## src/rtl/aud_clk_pkg.sv

```systemverilog
// Package: shared register addresses and the mode-register field layout
// for the audio serial clock generation unit.
package aud_clk_pkg;
    localparam int ADDR_W = 2;

    localparam logic [ADDR_W-1:0] A_TX_RATE = 2'd0;
    localparam logic [ADDR_W-1:0] A_RX_RATE = 2'd1;
    localparam logic [ADDR_W-1:0] A_TX_MODE = 2'd2;
    localparam logic [ADDR_W-1:0] A_RX_MODE = 2'd3;

    // Source code that picks the opposite half's fractional input.
    localparam logic [1:0] SRC_CROSS = 2'd2;

    // Mode register, bits [3:0]: output enable, shared pins, source select.
    typedef struct packed {
        logic       mclk_en;
        logic       share;
        logic [1:0] src_sel;
    } mode_t;

    localparam int MODE_W = $bits(mode_t);
endpackage

```

## src/rtl/aud_clk_regs.sv

```systemverilog
// Module: configuration registers. Holds both rate fields and both mode
// fields, issues a one-cycle restart pulse for a half when its rate register
// is written, and returns zeros for every reserved bit on read.
// Assumes: wr_* inputs are synchronous to clk.
module aud_clk_regs
    import aud_clk_pkg::*;
#(
    parameter int RATE_W = 6,
    parameter int DATA_W = 32
) (
    input  logic              clk,
    input  logic              rst_n,
    input  logic              wr_en,
    input  logic [ADDR_W-1:0] wr_addr,
    input  logic [DATA_W-1:0] wr_data,
    input  logic [ADDR_W-1:0] rd_addr,
    output logic [DATA_W-1:0] rd_data,
    output logic [RATE_W-1:0] tx_rate,
    output logic [RATE_W-1:0] rx_rate,
    output mode_t             tx_mode,
    output mode_t             rx_mode,
    output logic              tx_restart,
    output logic              rx_restart
);
    // Write decode: a rate write restarts its divider in the same cycle.
    always_comb begin
        tx_restart = wr_en && (wr_addr == A_TX_RATE);
        rx_restart = wr_en && (wr_addr == A_RX_RATE);
    end

    // Register update; only the field bits are stored.
    always_ff @(posedge clk) begin
        if (!rst_n) begin
            tx_rate <= '0;
            rx_rate <= '0;
            tx_mode <= '0;
            rx_mode <= '0;
        end else if (wr_en) begin
            case (wr_addr)
                A_TX_RATE: tx_rate <= wr_data[RATE_W-1:0];
                A_RX_RATE: rx_rate <= wr_data[RATE_W-1:0];
                A_TX_MODE: tx_mode <= mode_t'(wr_data[MODE_W-1:0]);
                default:   rx_mode <= mode_t'(wr_data[MODE_W-1:0]);
            endcase
        end
    end

    // Read mux, zero-extending every field.
    always_comb begin
        rd_data = '0;
        case (rd_addr)
            A_TX_RATE: rd_data[RATE_W-1:0] = tx_rate;
            A_RX_RATE: rd_data[RATE_W-1:0] = rx_rate;
            A_TX_MODE: rd_data[MODE_W-1:0] = tx_mode;
            default:   rd_data[MODE_W-1:0] = rx_mode;
        endcase
    end
endmodule

```

## src/rtl/aud_clk_div.sv

```systemverilog
// Module: edge-counting bit-clock divider. It counts both edges of a
// level-sampled master clock and toggles its output after rate+1 edges, so
// the output period is rate+1 master periods at a 50% duty cycle for any ratio.
// Assumes: mclk is synchronous to clk and holds each level for at least one cycle.
module aud_clk_div #(
    parameter int RATE_W = 6
) (
    input  logic              clk,
    input  logic              rst_n,
    input  logic              mclk,
    input  logic [RATE_W-1:0] rate,
    input  logic              restart,
    output logic              sck
);
    logic              mclk_prev;
    logic [RATE_W-1:0] edge_cnt;
    logic              mclk_edge;

    // Edge detect on the sampled master clock level.
    always_comb mclk_edge = (mclk != mclk_prev);

    // Edge counter and output toggle; restart takes priority over an edge.
    always_ff @(posedge clk) begin
        if (!rst_n) begin
            mclk_prev <= 1'b0;
            edge_cnt  <= '0;
            sck       <= 1'b0;
        end else begin
            mclk_prev <= mclk;
            if (restart) begin
                edge_cnt <= '0;
                sck      <= 1'b0;
            end else if (mclk_edge) begin
                if (edge_cnt >= rate) begin
                    edge_cnt <= '0;
                    sck      <= ~sck;
                end else begin
                    edge_cnt <= edge_cnt + 1'b1;
                end
            end
        end
    end
endmodule

```

## src/rtl/aud_clk_mgate.sv

```systemverilog
// Module: master-clock output gate. It registers the enable and the gated
// clock on the same edge, so the pin and its enable cannot glitch and the pin
// is low whenever the enable is low.
// Assumes: src is synchronous to clk.
module aud_clk_mgate (
    input  logic clk,
    input  logic rst_n,
    input  logic en,
    input  logic src,
    output logic mclk_out,
    output logic mclk_oe
);
    // Registered gate and enable.
    always_ff @(posedge clk) begin
        if (!rst_n) begin
            mclk_out <= 1'b0;
            mclk_oe  <= 1'b0;
        end else begin
            mclk_out <= en & src;
            mclk_oe  <= en;
        end
    end
endmodule

```

## src/rtl/aud_clk_gen.sv

```systemverilog
// Module: top of the audio serial clock generation unit. It selects each
// half's master clock, divides it into a bit clock, applies shared-pin routing
// to the bit clocks and word selects, and gates the master clocks onto pins.
// Assumes: both fractional master clock inputs and both word-select inputs
// are synchronous to clk. Each half's cross-select reads the other half's raw
// fractional input, never the other half's selected clock, so no loop can form.
module aud_clk_gen
    import aud_clk_pkg::*;
#(
    parameter int RATE_W = 6,
    parameter int DATA_W = 32
) (
    input  logic              clk,
    input  logic              rst_n,
    input  logic              wr_en,
    input  logic [ADDR_W-1:0] wr_addr,
    input  logic [DATA_W-1:0] wr_data,
    input  logic [ADDR_W-1:0] rd_addr,
    output logic [DATA_W-1:0] rd_data,
    input  logic              tx_frac_mclk,
    input  logic              rx_frac_mclk,
    input  logic              tx_ws_src,
    input  logic              rx_ws_src,
    output logic              tx_sck,
    output logic              tx_ws,
    output logic              rx_sck,
    output logic              rx_ws,
    output logic              tx_mclk_out,
    output logic              tx_mclk_oe,
    output logic              rx_mclk_out,
    output logic              rx_mclk_oe
);
    localparam int NDIR = 2;   // index 0 = transmit, 1 = receive

    logic [RATE_W-1:0] tx_rate, rx_rate;
    mode_t             tx_mode, rx_mode;
    logic              tx_restart, rx_restart;

    logic [RATE_W-1:0] rate_a    [NDIR];
    mode_t             mode_a    [NDIR];
    logic [NDIR-1:0]   restart_a;
    logic [NDIR-1:0]   own_frac;
    logic [NDIR-1:0]   other_frac;
    logic [NDIR-1:0]   sel_mclk;
    logic [NDIR-1:0]   own_sck;
    logic [NDIR-1:0]   mout_a;
    logic [NDIR-1:0]   moe_a;
    logic              tx_share, rx_share;

    aud_clk_regs #(.RATE_W(RATE_W), .DATA_W(DATA_W)) u_regs (
        .clk        (clk),
        .rst_n      (rst_n),
        .wr_en      (wr_en),
        .wr_addr    (wr_addr),
        .wr_data    (wr_data),
        .rd_addr    (rd_addr),
        .rd_data    (rd_data),
        .tx_rate    (tx_rate),
        .rx_rate    (rx_rate),
        .tx_mode    (tx_mode),
        .rx_mode    (rx_mode),
        .tx_restart (tx_restart),
        .rx_restart (rx_restart)
    );

    // Gather per-half controls into arrays for the generate loop.
    always_comb begin
        rate_a[0]  = tx_rate;
        rate_a[1]  = rx_rate;
        mode_a[0]  = tx_mode;
        mode_a[1]  = rx_mode;
        restart_a  = {rx_restart, tx_restart};
        own_frac   = {rx_frac_mclk, tx_frac_mclk};
        other_frac = {tx_frac_mclk, rx_frac_mclk};
    end

    for (genvar d = 0; d < NDIR; d++) begin : g_dir
        // Source select; reserved codes fall back to the own input.
        always_comb sel_mclk[d] = (mode_a[d].src_sel == SRC_CROSS) ?
                                  other_frac[d] : own_frac[d];

        aud_clk_div #(.RATE_W(RATE_W)) u_div (
            .clk     (clk),
            .rst_n   (rst_n),
            .mclk    (sel_mclk[d]),
            .rate    (rate_a[d]),
            .restart (restart_a[d]),
            .sck     (own_sck[d])
        );

        aud_clk_mgate u_gate (
            .clk      (clk),
            .rst_n    (rst_n),
            .en       (mode_a[d].mclk_en),
            .src      (sel_mclk[d]),
            .mclk_out (mout_a[d]),
            .mclk_oe  (moe_a[d])
        );
    end

    // Shared-pin routing; transmit borrowing wins when both ask.
    always_comb begin
        tx_share    = tx_mode.share;
        rx_share    = rx_mode.share & ~tx_mode.share;
        tx_sck      = tx_share ? own_sck[1] : own_sck[0];
        tx_ws       = tx_share ? rx_ws_src  : tx_ws_src;
        rx_sck      = rx_share ? own_sck[0] : own_sck[1];
        rx_ws       = rx_share ? tx_ws_src  : rx_ws_src;
        tx_mclk_out = mout_a[0];
        tx_mclk_oe  = moe_a[0];
        rx_mclk_out = mout_a[1];
        rx_mclk_oe  = moe_a[1];
    end
endmodule

```

## config.mk

```make
export PLATFORM = sky130hd
export DESIGN_NAME = aud_clk_gen
export DESIGN_NICKNAME = d
export VERILOG_FILES = /design/src/rtl/aud_clk_pkg.sv /design/src/rtl/aud_clk_regs.sv /design/src/rtl/aud_clk_div.sv /design/src/rtl/aud_clk_mgate.sv /design/src/rtl/aud_clk_gen.sv
export SDC_FILE = /design/constraint.sdc
export NUM_CORES = 1
export LEC_CHECK = 0
export CAP_MARGIN = 10
export CORE_UTILIZATION = 48
export CTS_CLUSTER_DIAMETER = 50
export DETAILED_ROUTE_END_ITERATION = 7
export PLACE_DENSITY_LB_ADDON = 0.15
export SYNTH_ARGS = -nofsm -noshare
export SYNTH_HDL_FRONTEND = slang
export SYNTH_SLANG_ARGS = --single-unit
```

## constraint.sdc

```tcl
create_clock -name clk -period 6.2 [get_ports clk]
set_input_delay 1.86 -clock clk [delete_from_list [all_inputs] [get_ports clk]]
set_output_delay 1.86 -clock clk [all_outputs]
set_load 0.02 [all_outputs]
```

==> key figures <==
Run status
  • Status: completed

Die
  • Cell Rows: 24
  • IO Pins: between 80 and 90
  • Core area: ~4500 µm²
  • Die W: ~70 µm
  • Die area: around 5000 µm²
  • Initial Util: about half
  • Die height: just over 70 µm

Drt
  • Via density: about 5.0
  • Initial DRC Count: 74
  • DRC violations left: 0
  • Post-DR wirelength/cell: between 10 and 15 µm
  • Antenna-violating nets left: 0
  • Via count: 1689
  • Post-Route WL: 4.34 mm
  • DRT Pass-1 Iters: 4

Critical path
  • Cell Chain, Critical Path: clkdlybuf4s50_1 > mux4_2 > clkdlybuf4s50_1
  • Worst EP required: ~4.3 ns
  • Max incr delay on CP: a little over 0.7 ns
  • Crit path buf inv count: 2
  • Most frequent CP cell: clkdlybuf4s50_1
  • CP top delay family: buffers and inverters
  • CP startpoint kind: input port
  • CP Max Fanout: 6
  • Register-to-Register Path Depth: 7
  • Setup Crit Path Kind: in2out
  • Critical path arrival: 3.70 ns
  • Reg2reg setup slack: 4.41 ns
  • Path length in cells of the critical path: 3
  • Endpoint class of the critical path: output pin
  • CP max-delay cell: clkdlybuf4s50_1

Clocking
  • CTS tree: done
  • Clock Latency Late Sink: between 0.2 and 0.3 ns
  • Total setup buffers inserted after CTS: 0
  • Post_cts resized: 0
  • CTS buffer count: 5
  • Post-CTS Hold Buffers: 0
  • Reg clk slew, reported paths: 0.07 ns
  • Sink Count: 40
  • CTS Buffer Depth: 2
  • CTS Root Buffer Type: clkbuf_8
  • H-tree depth: 2

Global route
  • Gr ovfl total: 0
  • Tot GR Track Use: roughly a fifth
  • Pin count of the biggest net entering global routing: 27
  • First-pass GRT wire length: roughly 7.3 mm
  • Antenna violations before repair: 0
  • Vias in the first global route: 1557

Power
  • Sw Share: between 20% and 30%
  • Leakage power: 1.12 nW
  • Clk pwr share: 38.5%
  • Combinational Power Share: 16.4%
  • Pwr Density: between 200 and 250 nW/µm²
  • Max VDD drop: around 0.000095 V
  • Sw Pwr: about 150 µW
  • Internal power: between 400 and 500 µW
  • Seq pwr share: 45.2%

Place
  • Final Wtd Congestion: between 0.8 and 0.9
  • Port buffer count: 30
  • HPWL Detailed: ~3.3 mm
  • Worst slack at placement: between 0.6 and 0.7 ns

Final layout
  • Commonest cells after routing, fill and taps aside: dfxtp_1, clkdlybuf4s50_1, nor2b_1, conb_1, a21oi_1
  • Nets: about 340
  • Commonest non-fill, non-tap cell in the layout: dfxtp_1
  • Area Overhead vs Synth: 15.9%
  • Layout cells sized above 1: ~7.0%
  • Fillers: ~420
  • Antenna diodes: 0

STA
  • Max Slew Vio Count: 0
  • Setup TNS: 0 ns
  • Fin. Hold Viols: 0
  • Clock skew: approximately 0.0037 ns
  • F_max: 0.180 GHz
  • RSZ-0062 raised after global routing: false
  • Tcrit/Tclk final: between 80% and 90%
  • Worst Max-Slew Pin Slew: roughly 0.74 ns
  • Max_slew headroom: about half
  • Final worst setup slack: between 0.6 and 0.7 ns
  • Endpoints failing setup: 0
  • Final min period: between 5 and 6 ns

Logic synthesis
  • Gate count after technology mapping: ~250
  • Top-area cell type share of the netlist area: 34.6%
  • Synthesized area per cell: 9.15 µm²
  • Synthesized area: about 2300 µm²
  • Syn. warnings: 0
  • Synth area leaders: dfxtp_1, buf_4, mux2i_1
  • Area leader, netlist: dfxtp_1
  • Synthesized flop and latch total: 40
  • Unique masters post-synth: 29
  • Seq/Total Area, Yosys: approximately 35%

Hold path
  • Hold Crit Depth: 2
  • HP Class: reg2reg

Run
  • Max Cap Viol: 0
[routing by layer]
metal | track usage [%] | vias to the layer above | routed length, µm
met5 | 0 | - | 0
met4 | 6.97 | 0 | 75
met3 | 5.34 | 9 | 257
met2 | 29.2 | 66 | 1780
met1 | 25.4 | 744 | 2220
li1 | - | 870 | -
[cells in the mapped netlist]
library cell / count
dfxtp_1: 40
nor2b_1: 29
buf_4: 26
a21oi_1: 21
mux2i_1: 19
nor2_1: 15
ha_1: 14
inv_1: 12
nand2_1: 9
nand2b_1: 9
xnor2_1: 8
and2_1: 5
clkbuf_1: 5
mux2_2: 4
mux4_2: 4
nand3_1: 4
nand4_1: 4
o21ai_0: 4
or3_1: 4
a21boi_0: 3
a21o_1: 2
nand3b_1: 2
o21ai_1: 2
o21bai_1: 2
o221a_2: 2
and2_4: 1
buf_6: 1
conb_1: 1
nor3b_1: 1
[power groups by stage]
stage	Sequential, mW	Clock (mW)	Combinational [mW]
2_1_floorplan	0.277	0	0.0814
3_3_place_gp	0.279	0	0.0986
3_5_place_dp	0.279	0	0.0994
4_1_cts	0.273	0.239	0.0998
5_1_grt	0.275	0.249	0.110
6_report	0.273	0.233	0.0992
[logic make-up (layout without fill, tap and decap cells)]
kind of cell    count (synthesis)  count (layout)  share of synthesized area (%)
compound gates                 36              36                           9.08
xor+xnor                        8               8                           3.03
buf+inv                        44              51                           11.7
other cells                     1              26                          0.162
flops                          40              40                           34.6
fa+ha+maj                      14              14                           7.56
mux                            27              27                           14.0
simple gates                   83              83                           19.9
[tightest hold or removal path, cell delays in order, from the launching register on]
cell     delay (ns)
dfxtp_1        0.32
o21ai_0        0.07
a21oi_1        0.06
[layout make-up]
| class | count | area [µm²] | area share, % |
|---|---|---|---|
| clock buffers | 7 | 96.3 | 3.59 |
| clock inverters | 1 | 30.0 | 1.12 |
| inverters | 12 | 45.0 | 1.68 |
| multi-input cells | 194 | 1340 | 49.9 |
| flip-flops and latches | 40 | 801 | 29.8 |
| well taps | 52 | 65.1 | 2.42 |
| repair buffers | 31 | 308 | 11.5 |
[flip-flops by register name, indices dropped and copies added, names as in the netlist]
register and flops:
g_dir.u_gate.mclk_oe 2, g_dir.u_div.edge_cnt 12, u_regs.rx_rate 6, g_dir.u_div.sck 2
g_dir.u_gate.mclk_out 2, g_dir.u_div.mclk_prev 2, u_regs.rx_mode 4, u_regs.tx_rate 6
u_regs.tx_mode 4
[metrics by stage]
stage	util (%)	area [µm²]	power, mW	hold WS [ns]	std cells
2_1_floorplan	-	2410	0.359	0.462	278
3_3_place_gp	56.8	2560	0.378	0.478	329
3_5_place_dp	56.8	2560	0.379	0.493	329
4_1_cts	59.6	2680	0.612	0.506	337
5_1_grt	59.6	2680	0.633	0.528	337
6_report	59.6	2680	0.605	0.502	337
[path summary, 6_finish.rpt]
check	from	to
max reg2reg	g_dir[1].u_div.edge_cnt[0]$_SDFFE_PP0P_	g_dir[1].u_div.edge_cnt[4]$_SDFFE_PP0P_
min reg2reg	g_dir[0].u_div.edge_cnt[5]$_SDFFE_PP0P_	g_dir[0].u_div.edge_cnt[5]$_SDFFE_PP0P_
max	rd_addr[0]	rd_data[1]
min	g_dir[0].u_div.edge_cnt[5]$_SDFFE_PP0P_	g_dir[0].u_div.edge_cnt[5]$_SDFFE_PP0P_
Note: power is estimated with default switching activity, not from simulation.
